File: config.mk
export PLATFORM = sky130hd
export DESIGN_NAME = pwm_unit
export DESIGN_NICKNAME = d
export VERILOG_FILES = /design/src/rtl/pwm_pkg.sv /design/src/rtl/pwm_regs.sv /design/src/rtl/pwm_presc.sv /design/src/rtl/pwm_core.sv /design/src/rtl/pwm_unit.sv
export SDC_FILE = /design/constraint.sdc
export NUM_CORES = 1
export LEC_CHECK = 0
export ABC_AREA = 1
export BUFFER_PORTS_ARGS = -buffer_cell sky130_fd_sc_hd__buf_2
export CAP_MARGIN = 20
export CORE_MARGIN = 1
export CORE_UTILIZATION = 59
export CTS_BUF_LIST = sky130_fd_sc_hd__clkbuf_4
export DETAILED_ROUTE_END_ITERATION = 7
export HOLD_SLACK_MARGIN = 0.03
export PLACE_DENSITY = 0.89
export SYNTH_ARGS = -nofsm -noshare
export SYNTH_HDL_FRONTEND = slang
export SYNTH_SLANG_ARGS = --single-unit
File: constraint.sdc
create_clock -name clk -period 3.6 [get_ports clk]
set_input_delay 0.18 -clock clk [delete_from_list [all_inputs] [get_ports clk]]
set_output_delay 0.18 -clock clk [all_outputs]
set_load 0.1 [all_outputs]
File: src/rtl/pwm_pkg.sv
package pwm_pkg;
    localparam int PSC_W    = 17;
    localparam int BIT_RUN  = 4;
    localparam int BIT_POL  = 5;
    localparam int BIT_CLK  = 6;
    localparam int BIT_BUSY = 28;

    typedef struct packed {
        logic             ok;
        logic [PSC_W-1:0] div;
    } psc_sel_t;

    function automatic psc_sel_t psc_decode(input logic [3:0] code);
        psc_sel_t r;
        r.ok = 1'b1;
        case (code)
            4'hF:    r.div = PSC_W'(1);
            4'h0:    r.div = PSC_W'(120);
            4'h1:    r.div = PSC_W'(180);
            4'h2:    r.div = PSC_W'(240);
            4'h3:    r.div = PSC_W'(360);
            4'h4:    r.div = PSC_W'(480);
            4'h8:    r.div = PSC_W'(12000);
            4'h9:    r.div = PSC_W'(24000);
            4'hA:    r.div = PSC_W'(36000);
            4'hB:    r.div = PSC_W'(48000);
            4'hC:    r.div = PSC_W'(72000);
            default: begin
                r.ok  = 1'b0;
                r.div = PSC_W'(1);
            end
        endcase
        return r;
    endfunction
endpackage

File: src/rtl/pwm_regs.sv
module pwm_regs #(
    parameter int ADDR_W = 4,
    parameter int DATA_W = 32,
    parameter logic [ADDR_W-1:0] CTRL_OFS = '0,
    parameter logic [ADDR_W-1:0] PER_OFS  = ADDR_W'(4)
) (
    input  logic              clk,
    input  logic              rst_n,
    input  logic              wr_en,
    input  logic              rd_en,
    input  logic [ADDR_W-1:0] addr,
    input  logic [DATA_W-1:0] wdata,
    input  logic              load_i,
    output logic [DATA_W-1:0] rdata,
    output logic [3:0]        code_o,
    output logic              run_o,
    output logic              pol_o,
    output logic [DATA_W-1:0] per_o,
    output logic              busy_o
);
    import pwm_pkg::*;

    localparam logic [DATA_W-1:0] BUSY_MASK = DATA_W'(1) << BIT_BUSY;

    typedef struct packed {
        logic [DATA_W-1:0] ctrl;
        logic [DATA_W-1:0] per;
        logic              busy;
        logic [DATA_W-1:0] rdata;
    } regs_t;

    regs_t st_q, st_d;

    always_comb begin
        st_d = st_q;
        st_d.rdata = '0;
        if (rd_en) begin
            if (addr == CTRL_OFS)
                st_d.rdata = (st_q.ctrl & ~BUSY_MASK) | (st_q.busy ? BUSY_MASK : '0);
            else if (addr == PER_OFS)
                st_d.rdata = st_q.per;
        end
        if (load_i)
            st_d.busy = 1'b0;
        if (wr_en) begin
            if (addr == CTRL_OFS)
                st_d.ctrl = wdata & ~BUSY_MASK;
            else if (addr == PER_OFS) begin
                st_d.per  = wdata;
                st_d.busy = 1'b1;
            end
        end
    end

    always_ff @(posedge clk) begin
        if (!rst_n) st_q <= '0;
        else        st_q <= st_d;
    end

    assign rdata  = st_q.rdata;
    assign code_o = st_q.ctrl[3:0];
    assign run_o  = st_q.ctrl[BIT_RUN] & st_q.ctrl[BIT_CLK];
    assign pol_o  = st_q.ctrl[BIT_POL];
    assign per_o  = st_q.per;
    assign busy_o = st_q.busy;
endmodule

File: src/rtl/pwm_presc.sv
module pwm_presc (
    input  logic       clk,
    input  logic       rst_n,
    input  logic       run_i,
    input  logic [3:0] code_i,
    output logic       tick_o,
    output logic       valid_o
);
    import pwm_pkg::*;

    typedef struct packed {
        logic [PSC_W-1:0] pc;
    } presc_t;

    presc_t   st_q, st_d;
    psc_sel_t sel;
    logic     hit;

    always_comb begin
        sel  = psc_decode(code_i);
        // a counter left above a smaller divider still wraps here
        hit  = st_q.pc >= (sel.div - PSC_W'(1));
        st_d = st_q;
        if (!run_i)
            st_d.pc = '0;
        else if (!sel.ok)
            st_d.pc = st_q.pc;
        else if (hit)
            st_d.pc = '0;
        else
            st_d.pc = st_q.pc + PSC_W'(1);
    end

    always_ff @(posedge clk) begin
        if (!rst_n) st_q <= '0;
        else        st_q <= st_d;
    end

    assign tick_o  = run_i & sel.ok & hit;
    assign valid_o = sel.ok;
endmodule

File: src/rtl/pwm_core.sv
module pwm_core #(
    parameter int CNT_W = 16
) (
    input  logic               clk,
    input  logic               rst_n,
    input  logic               run_i,
    input  logic               valid_i,
    input  logic               tick_i,
    input  logic               pol_i,
    input  logic               busy_i,
    input  logic [2*CNT_W-1:0] per_i,
    output logic               load_o,
    output logic [CNT_W-1:0]   duty_o,
    output logic               pwm_o
);
    typedef struct packed {
        logic [CNT_W-1:0] cnt;
        logic [CNT_W-1:0] wper;
        logic [CNT_W-1:0] wduty;
        logic             out;
    } core_t;

    core_t st_q, st_d;
    logic  wrap, act;

    always_comb begin
        wrap   = tick_i & (st_q.cnt == st_q.wper);
        load_o = busy_i & (~run_i | wrap);
        act    = st_q.cnt < st_q.wduty;
        st_d   = st_q;
        if (!run_i)
            st_d.cnt = '0;
        else if (wrap)
            st_d.cnt = '0;
        else if (tick_i)
            st_d.cnt = st_q.cnt + CNT_W'(1);
        if (load_o) begin
            st_d.wper  = per_i[2*CNT_W-1:CNT_W];
            st_d.wduty = per_i[CNT_W-1:0];
        end
        if (!run_i)
            st_d.out = ~pol_i;
        else if (valid_i)
            st_d.out = pol_i ? act : ~act;
    end

    always_ff @(posedge clk) begin
        if (!rst_n) begin
            st_q     <= '0;
            st_q.out <= 1'b1;
        end else begin
            st_q <= st_d;
        end
    end

    assign duty_o = st_q.wduty;
    assign pwm_o  = st_q.out;
endmodule

File: src/rtl/pwm_unit.sv
module pwm_unit #(
    parameter int ADDR_W = 4,
    parameter int CNT_W  = 16
) (
    input  logic              clk,
    input  logic              rst_n,
    input  logic              wr_en,
    input  logic              rd_en,
    input  logic [ADDR_W-1:0] addr,
    input  logic [31:0]       wdata,
    output logic [31:0]       rdata,
    output logic              pwm_out
);
    localparam int DATA_W = 2 * CNT_W;

    logic [3:0]        code_w;
    logic              run_w, pol_w, busy_w, load_w, tick_w, valid_w;
    logic [DATA_W-1:0] per_w;
    logic [CNT_W-1:0]  duty_w;

    pwm_regs #(
        .ADDR_W  (ADDR_W),
        .DATA_W  (DATA_W),
        .CTRL_OFS(ADDR_W'(0)),
        .PER_OFS (ADDR_W'(4))
    ) u_regs (
        .clk(clk), .rst_n(rst_n), .wr_en(wr_en), .rd_en(rd_en),
        .addr(addr), .wdata(wdata), .load_i(load_w), .rdata(rdata),
        .code_o(code_w), .run_o(run_w), .pol_o(pol_w),
        .per_o(per_w), .busy_o(busy_w)
    );

    pwm_presc u_presc (
        .clk(clk), .rst_n(rst_n), .run_i(run_w), .code_i(code_w),
        .tick_o(tick_w), .valid_o(valid_w)
    );

    pwm_core #(.CNT_W(CNT_W)) u_core (
        .clk(clk), .rst_n(rst_n), .run_i(run_w), .valid_i(valid_w),
        .tick_i(tick_w), .pol_i(pol_w), .busy_i(busy_w), .per_i(per_w),
        .load_o(load_w), .duty_o(duty_w), .pwm_o(pwm_out)
    );
endmodule

Word-level counts from Yosys, hierarchy flattened:

Cells that the tools add are included.

* word-level logic and storage cells: 60
* bits in registers: 162

* reduce and logical (&&, ||, !) cells: 8
* multiplexer cells: 13
* order comparisons: 2
* equality and inequality tests: 13
* bitwise logic cells: 12
* add/sub/neg operators: 3

Operators with widths (number)
* $pmux W17 S10: 1
* $mux W32: 2
* $or A32 B29 Y32: 1
* $mux W29: 1
* $eq A4 B4 Y1 const B: 6
* $add A17 B1 Y17 const B: 1
* $ge A17 B17 Y1: 1
* $mux W17: 1
* $sub A17 B1 Y17 const B: 1
* $add A16 B1 Y16 const B: 1
* $eq A16 B16 Y1: 1
* $lt A16 B16 Y1: 1
* $reduce_or A11 Y1: 1
* $eq A4 B2 Y1 const B: 2
* $eq A4 B3 Y1 const B: 2
* $logic_not A4 Y1: 2
* $mux W1: 8
* $reduce_and A2 Y1: 3
* $and A1 B1 Y1: 5
* $not A1 Y1: 5
* $eq A4 B1 Y1 const B: 1
* $reduce_and A3 Y1: 1
* $reduce_or A3 Y1: 1
* $ne A2 B2 Y1 const B: 1
* $or A1 B1 Y1: 1

Longest topological paths before layout:

Gate-level depths: netlist of run 1.

* depth in word-level cells: 12
* mapped depth: 20
* gate-level depth less buffers: 18

Hierarchy:

From an unflattened synthesis of run 1, not the netlist that was laid out.

* cells, all modules: 1414
* area total of the unflattened synthesis: 9447.8 µm²

By module, submodules not included
* pwm_regs: area an instance 4931.0 µm², times used 1, seq. area each 1921.8 µm², cells an instance 732
* pwm_core: area an instance 3027.9 µm², times used 1, seq. area each 980.9 µm², cells an instance 470
* pwm_presc: area an instance 1488.9 µm², times used 1, seq. area each 340.3 µm², cells an instance 212

Least setup slack after synthesis of run 1:

No wires, ideal clock.

* path kind: register to register
* start point: register u_regs.st_q, in the netlist u_regs.code_o[3]
* end point: register u_presc.st_q[9] in the netlist's numbering
* stages on the path, launching flop included: 17
* clock period less this slack: 2.495 ns
* required time: 3.485 ns
* setup slack: 1.105 ns
* data arrival time: 2.380 ns
* path buffers: 0
* path through: dfxtp_1 -> inv_2 -> nor2_1 -> inv_1 -> o21ai_0 -> inv_1 -> ha_1 -> nand2_1 -> nor2_1 -> nand2_1 -> nor2_1 -> nor2_1 -> nand3_2 -> nand2_1 -> nand2_1 -> inv_1 -> and3_1

* cells in the longest elaborated chain, start to end: 5
* elaborated cells between the ends (all ways): 17
* classes of those cells: add/sub (1); order compare (1); eq/ne (10); mux (3); reduce/logical (2)

Ends and longest elaborated chain
* from (decl): line pwm_regs.sv:32 `regs_t st_q, st_d;`
* from (signal assigned): line pwm_regs.sv:57 `else st_q <= st_d;`
* $eq A4 B4 Y1, or another cell as far along: line pwm_pkg.sv:16 `case (code)`
* $pmux W17 S10: line pwm_pkg.sv:16
* $sub A17 B1 Y17: line pwm_presc.sv:22 `hit = st_q.pc >= (sel.div - PSC_W'(1));`
* $ge A17 B17 Y1: line pwm_presc.sv:22
* $mux W17: line pwm_presc.sv:28 `else if (hit)`
* to (signal assigned): line pwm_presc.sv:36 `else st_q <= st_d;`
* to (decl): line pwm_presc.sv:15 `presc_t st_q, st_d;`

Several ways; a longest one is shown, not always the timed one.
A chain may end at the register's enable or synchronous reset.

Worst setup path in the final report of run 1:

* start point: register u_regs.st_q, in the netlist u_regs.code_o[3]
* end point: register u_core.st_q[31] in the netlist's numbering

* cells in the longest elaborated chain, start to end: 8
* elaborated cells between the ends (all ways): 21
* classes of those cells: add/sub (1); order compare (1); eq/ne (10); mux (2); bitwise (5); reduce/logical (2)

Ends and longest elaborated chain
* $eq A4 B4 Y1, or another cell as far along: line pwm_pkg.sv:16
* $pmux W17 S10 / $reduce_or A11 Y1 (equally long branches)
* $sub A17 B1 Y17 / $mux W1 (equally long branches): line pwm_presc.sv:22, pwm_pkg.sv:16
* $ge A17 B17 Y1 / $and A1 B1 Y1 (equally long branches): line pwm_presc.sv:22, pwm_presc.sv:39
* $and A1 B1 Y1 *: line pwm_presc.sv:39 `assign tick_o = run_i & sel.ok & hit;`
* $and A1 B1 Y1 *: line pwm_core.sv:27 `wrap = tick_i & (st_q.cnt == st_q.wper);`
* $or A1 B1 Y1 *: line pwm_core.sv:28 `load_o = busy_i & (~run_i | wrap);`
* $and A1 B1 Y1 *: line pwm_core.sv:28
* to (signal assigned): line pwm_core.sv:52 `st_q <= st_d;`
* to (decl): line pwm_core.sv:23 `core_t st_q, st_d;`

Mark *: on every way between the ends. The rest lies on a longest branch, timed or not.

==> results of run 1 <==
[area by class of cell]
class,instances,area (sq um),share of cell area [%]
diodes,1,2.502,0.02861
clock buffers,18,135.1,1.545
clock inverters,14,165.2,1.888
inverters,104,392.9,4.492
multi-input cells,740,3772,43.13
flip-flops and latches,162,3244,37.10
well taps,172,215.2,2.461
repair buffers,116,818.3,9.356
[stage by stage]
step                setup WS [ns]  cells
finish                     0.4923   1327
global route               0.1844   1327
CTS                        0.5038   1324
detailed placement         0.5760   1259
global placement           0.6841   1258
floorplan                   1.105   1091
[Yosys cell counts (all sizes together)]
cell type / n
buf: 52
a211oi: 2
nor3b: 5
xor2: 10
nand4: 9
and3: 1
nor3: 16
nand3b: 1
dfxtp: 162
or2: 2
xnor2: 16
clkbuf: 33
nor2: 82
clkinv: 2
ha: 34
o211ai: 1
inv: 102
nand3: 94
o21ai: 55
nor4: 2
a21oi: 164
nand2: 243
o21bai: 1
a21o: 1
o21a: 1
[what timing repair did]
item | 4_1_cts | 5_1_grt
hold buffers | 33 | 0
gates resized for setup | 0 | 0
hold endpoints to repair | 63 | 0
[cell families (layout without fill, tap and decap cells)]
group	after synthesis	count (layout)	share of synthesized area, %
xor gates and xnor gates	26	26	2.893
and+or+nand+nor	455	455	24.88
AOI/OAI and AO/OA	225	225	14.64
adders and majority gates	34	34	5.405
other	0	1	0
buffers and inverters	189	252	10.97
DFF	162	162	41.21
[worst max-delay path by stage]
stage / endpoint
3_5_place_dp: u_core.st_q[32]
5_1_grt: u_core.st_q[31]
4_1_cts: u_core.st_q[31]
3_3_place_gp: u_core.st_q[20]
6_report: u_core.st_q[31]
2_1_floorplan: u_presc.st_q[9]
[routing by layer]
metal | GRT usage (%) | wire (microns)
met3 | 5.281 | 1247
met4 | 10.50 | 358
met5 | 0 | 0
met1 | 34.06 | 8125
met2 | 48.71 | 9597
[critical path, stage by stage (launching register included)]
cell and delay (ns):
dfxtp_1 0.49, inv_2 0.12, nor2_1 0.29, inv_1 0.06, o21ai_0 0.21, inv_1 0.07, ha_1 0.29, nand2_1 0.07
nor2_1 0.14, nand2_1 0.09, nor2_1 0.11, nor2_1 0.06, nand3_2 0.12, nand3_2 0.12, nand2_4 0.26, buf_12 0.23
nand3_1 0.10, nand2_1 0.08, nor2_1 0.06
[power by group through the flow]
stage               registers (mW)  clock network [mW]  logic [mW]
finish                        1.82                1.14       0.192
global placement              1.86                   0       0.147
CTS                           1.82                1.14       0.181
detailed placement            1.86                   0       0.153
floorplan                     1.86                   0       0.101
global route                  1.83                1.22       0.209
[state kept, by name, summed over array words and instances (netlist names)]
register / flops
u_core.duty_o: 16
u_core.pwm_o: 1
u_core.st_q: 32
u_presc.st_q: 17
u_regs.busy_o: 1
u_regs.code_o: 4
u_regs.per_o: 32
u_regs.pol_o: 1
u_regs.rdata: 32
u_regs.st_q: 26
==> qor.csv, run 1 <==
metric,value,unit
status,"finished, final reports clean",
end_kind,register,
synth_nets,1165,
startpoint,u_regs.code_o[3],
fin_area,8746,sq um
io_pins,73,
r2r-start,u_regs.code_o[3],
seq_area_frac_synth,41.21,%
dieArea,13810,sq um
yosys.area.top_type,dfxtp_1,
synthCells,1091,
cap_violations,0,
fin_hold_ws,0.1609,ns
final_cell_mix,"nand2_1 (238), a21oi_1 (164), dfxtp_1 (161)",
n_fill_cell,1034,
syn-cell-area,7870,sq um
p_clk_share,36.2,%
cts_buffer_depth,2,
hold_path_depth,3,
htreeDepth,4,
coreArea,12820,sq um
clk_latency,0.58,ns
rsz0062_at_grt,no,
vias_per_cell,5.553,
drt-initial-drc-count,692,
cts_sinks,162,
maxSlewHeadroom,53.72,%
dpl.hpwl,11920,microns
path_class,reg2reg,
die_h,117.5,microns
startpoint_type,register,
grt_pass1_vias,6859,
internal_power,2.275,mW
io_buffers,72,
netlist-cell-type-count,36,
crit_arrival,3.58,ns
synth_area_leaders,"dfxtp_1 (41%), nand2_1 (11%), a21oi_1 (10%)",
maxSlewViolCount,0,
avgSynthCellArea,7.214,sq um
vias,7369,
routed_wl,19330,microns
antenna_found_initial,1,
cp_max_fo,38,
finalPower,3.160,mW
p_seq_share,57.7,%
yosysWarnings,0,
hold_path.startpoint,wr_en,
drc,0,
grt_pass1_wl,31680,microns
placed_area,8073,sq um
drive_above_1_share,11.70,%
worstPathRequired,4.07,ns
worst_hold_path_type,in2reg,
setup_viol,0,
grt_max_degree,67,
die_w,117.5,microns
numCtsBuffers,17,
leakage,3.355,nW
synth_top_area_share,41.21,%
postCtsSetupBuffers,0,
min_to,u_regs.st_q[74],
clock_skew,0.03228,ns
power.density,361.3,nW/um^2
switchingPower,884.9,uW
area_growth,11.13,%
initial_core_util,61.37,%
max_freq,0.3218,GHz
tightest_slew,0.6925,ns
pwr-share-comb,6.1,%
period_share,86.33,%
cts-root-buf,clkbuf_4,
rrSetupSlack,0.49,ns
row_count,41,
synth_seq_cells,162,
overflow,0,
vdd_drop_max,313.1,uV
avgRoutedWirePerCell,14.57,microns
gp_congestion,0.9197,
final_common_cell,nand2_1,
min_period,3.108,ns
worst_r2r_path_depth,18,
cts_tree,yes,
tns,0,ns
swShare,28.00,%
fin_nets,1215,
r2r_end,u_core.st_q[31],
postRouteAntennaNets,0,
first_pass_iters,5,
grt_use_total,27.93,%
final_core_util,68.20,%
finalHoldViolCount,0,
clkTransAtPathRegs,0.16,ns
No activity file was read; power rests on OpenSTA's default activity.
==> inputs of run 2 (changes only) <==
CORE_UTILIZATION = 45   (was 59)
PLACE_DENSITY = 0.73   (was 0.89)
==> run 2 against run 1 <==
Maximum frequency decreased by 0.79%. Register-to-register slack got worse by 0.02 ns. Sequential power about the same. Sequential share of layout area decreased by 0.29 points. Total power decreased by 0.55%. Clock skew increased by 0.0044 ns. Final area increased by 0.79%. First-iteration DRC count decreased by 46%. Cell count increased by 3.5%. Via count decreased by 5.5%. Sequential cell count unchanged. Critical endpoint is now u_core.duty_o[14]. Largest cell class unchanged. Highest routed layer unchanged.
==> qor.csv, run 2 (same netlist as run 1, synthesis figures left out) <==
metric,value,unit
cp_max_fo,64,
cts_buffer_depth,2,
first_pass_iters,5,
coreArea,16820,sq um
tns,0,ns
critical-path-max-stage-delay,0.48,ns
io_buffers,72,
postRouteAntennaNets,0,
vdd_drop_max,242.8,uV
worst_hold_path_type,in2reg,
critPathSlowestCell,dfxtp_1,
finalHoldViolCount,0,
worstPathRequired,4.07,ns
clk_latency,0.57,ns
r2r-start,u_regs.code_o[3],
maxSlewHeadroom,54.23,%
avgRoutedWirePerCell,12.79,microns
power.density,356.5,nW/um^2
dpl.hpwl,11720,microns
setup_viol,0,
final_core_util,52.41,%
drc,0,
fin_nets,1214,
tightest_slew,0.6866,ns
gp_congestion,0.8937,
cts-root-buf,clkbuf_4,
max_freq,0.3192,GHz
hold_path.startpoint,wr_en,
cts_sinks,162,
path_class,reg2reg,
antenna_found_initial,1,
dieArea,18020,sq um
status,"finished, final reports clean",
grt_pass1_wl,29840,microns
end_kind,register,
postCtsSetupBuffers,0,
htreeDepth,4,
cpMostUsedCell,nor2_1,
initial_core_util,46.79,%
rsz0062_at_grt,no,
drive_above_1_share,11.88,%
vias_per_cell,5.067,
die_w,134.2,microns
grt_pass1_vias,6498,
clkTransAtPathRegs,0.16,ns
crit_chain,"inv_2, nor2_2, inv_1, o21ai_0, inv_1, ha_1, nand2_1, nor2_1, nand2_1, nor2_1, nor2_1, nand3_2, nand3_2, nand2_8, nand3_1, nand2_1, nor2_1",
grt_max_degree,72,
cts_tree,yes,
numCtsBuffers,17,
period_share,87.02,%
maxSlewViolCount,0,
min_period,3.133,ns
row_count,47,
area_growth,12.00,%
overflow,0,
leakage,3.356,nW
crit_arrival,3.60,ns
clock_skew,0.03667,ns
drt-initial-drc-count,377,
grt_use_total,20.26,%
final_common_cell,nand2_1,
vias,6962,
final_cell_mix,"nand2_1 (236), a21oi_1 (164), dfxtp_1 (161)",
startpoint_type,register,
io_pins,73,
die_h,134.2,microns
startpoint,u_regs.code_o[3],
routed_wl,17580,microns
cap_violations,0,
-- run 2: final cells by class --
class	instances	area, sq um
Sequential cell	162	3244
Inverter	104	392.9
Multi-Input combinational cell	740	3789
Antenna cell	1	2.502
Clock buffer	17	127.6
Fill cell	1667	8004
Clock inverter	15	185.2
Tap cell	220	275.3
Timing Repair Buffer	115	798.3
-- run 2: repair_timing --
item,4_1_cts,5_1_grt
hold buffers,33,0
endpoints found under the setup margin,0,35
gates resized for setup,0,4
endpoints found under the hold margin,64,0
-- run 2: routing by layer --
layer | vias to the layer above | global-route usage (%) | share of wire (%)
met5 | - | 0 | 0
met2 | 139 | 33.74 | 47
met3 | 31 | 4.346 | 3.9
li1 | 3628 | - | -
met1 | 3164 | 25.91 | 47
met4 | 0 | 6.929 | 1.9
-- run 2: per-stage QoR --
stage	hold WS (ns)	cell area (sq um)	instances	power [mW]	setup WS [ns]
after floorplan	0.3450	7870	1091	1.960	1.105
after global placement	0.4483	8105	1306	2.012	0.5218
after detailed placement	0.4523	8105	1306	2.015	0.3150
after CTS	0.08238	8748	1371	3.167	0.2913
after global routing	0.1116	8815	1374	3.272	0.09848
final	0.1352	8815	1374	3.143	0.4674
-- run 2: path summary, 6_finish.rpt --
kind	endpoint	slack, ns	cells past startpoint
setup / recovery	u_core.duty_o[14]	0.47	17
hold / removal	u_regs.st_q[72]	0.14	3
setup reg to reg	u_core.duty_o[14]	0.47	17
hold reg to reg	u_regs.rdata[25]	0.47	2
-- run 2: worst max-delay path, delay by kind of cell (launching register included) --
family	cells	cell delay, ns
and+or+nand+nor	12	1.71
AOI/OAI and AO/OA	1	0.26
DFF	1	0.48
buffers and inverters	3	0.27
adders and majority gates	1	0.30
-- run 2: power breakdown --
| group | switching, mW | internal, mW | total [mW] |
|---|---|---|---|
| Combinational | 0.107 | 0.0759 | 0.183 |
| Sequential | 0.0121 | 1.81 | 1.82 |
| Clock | 0.747 | 0.389 | 1.14 |
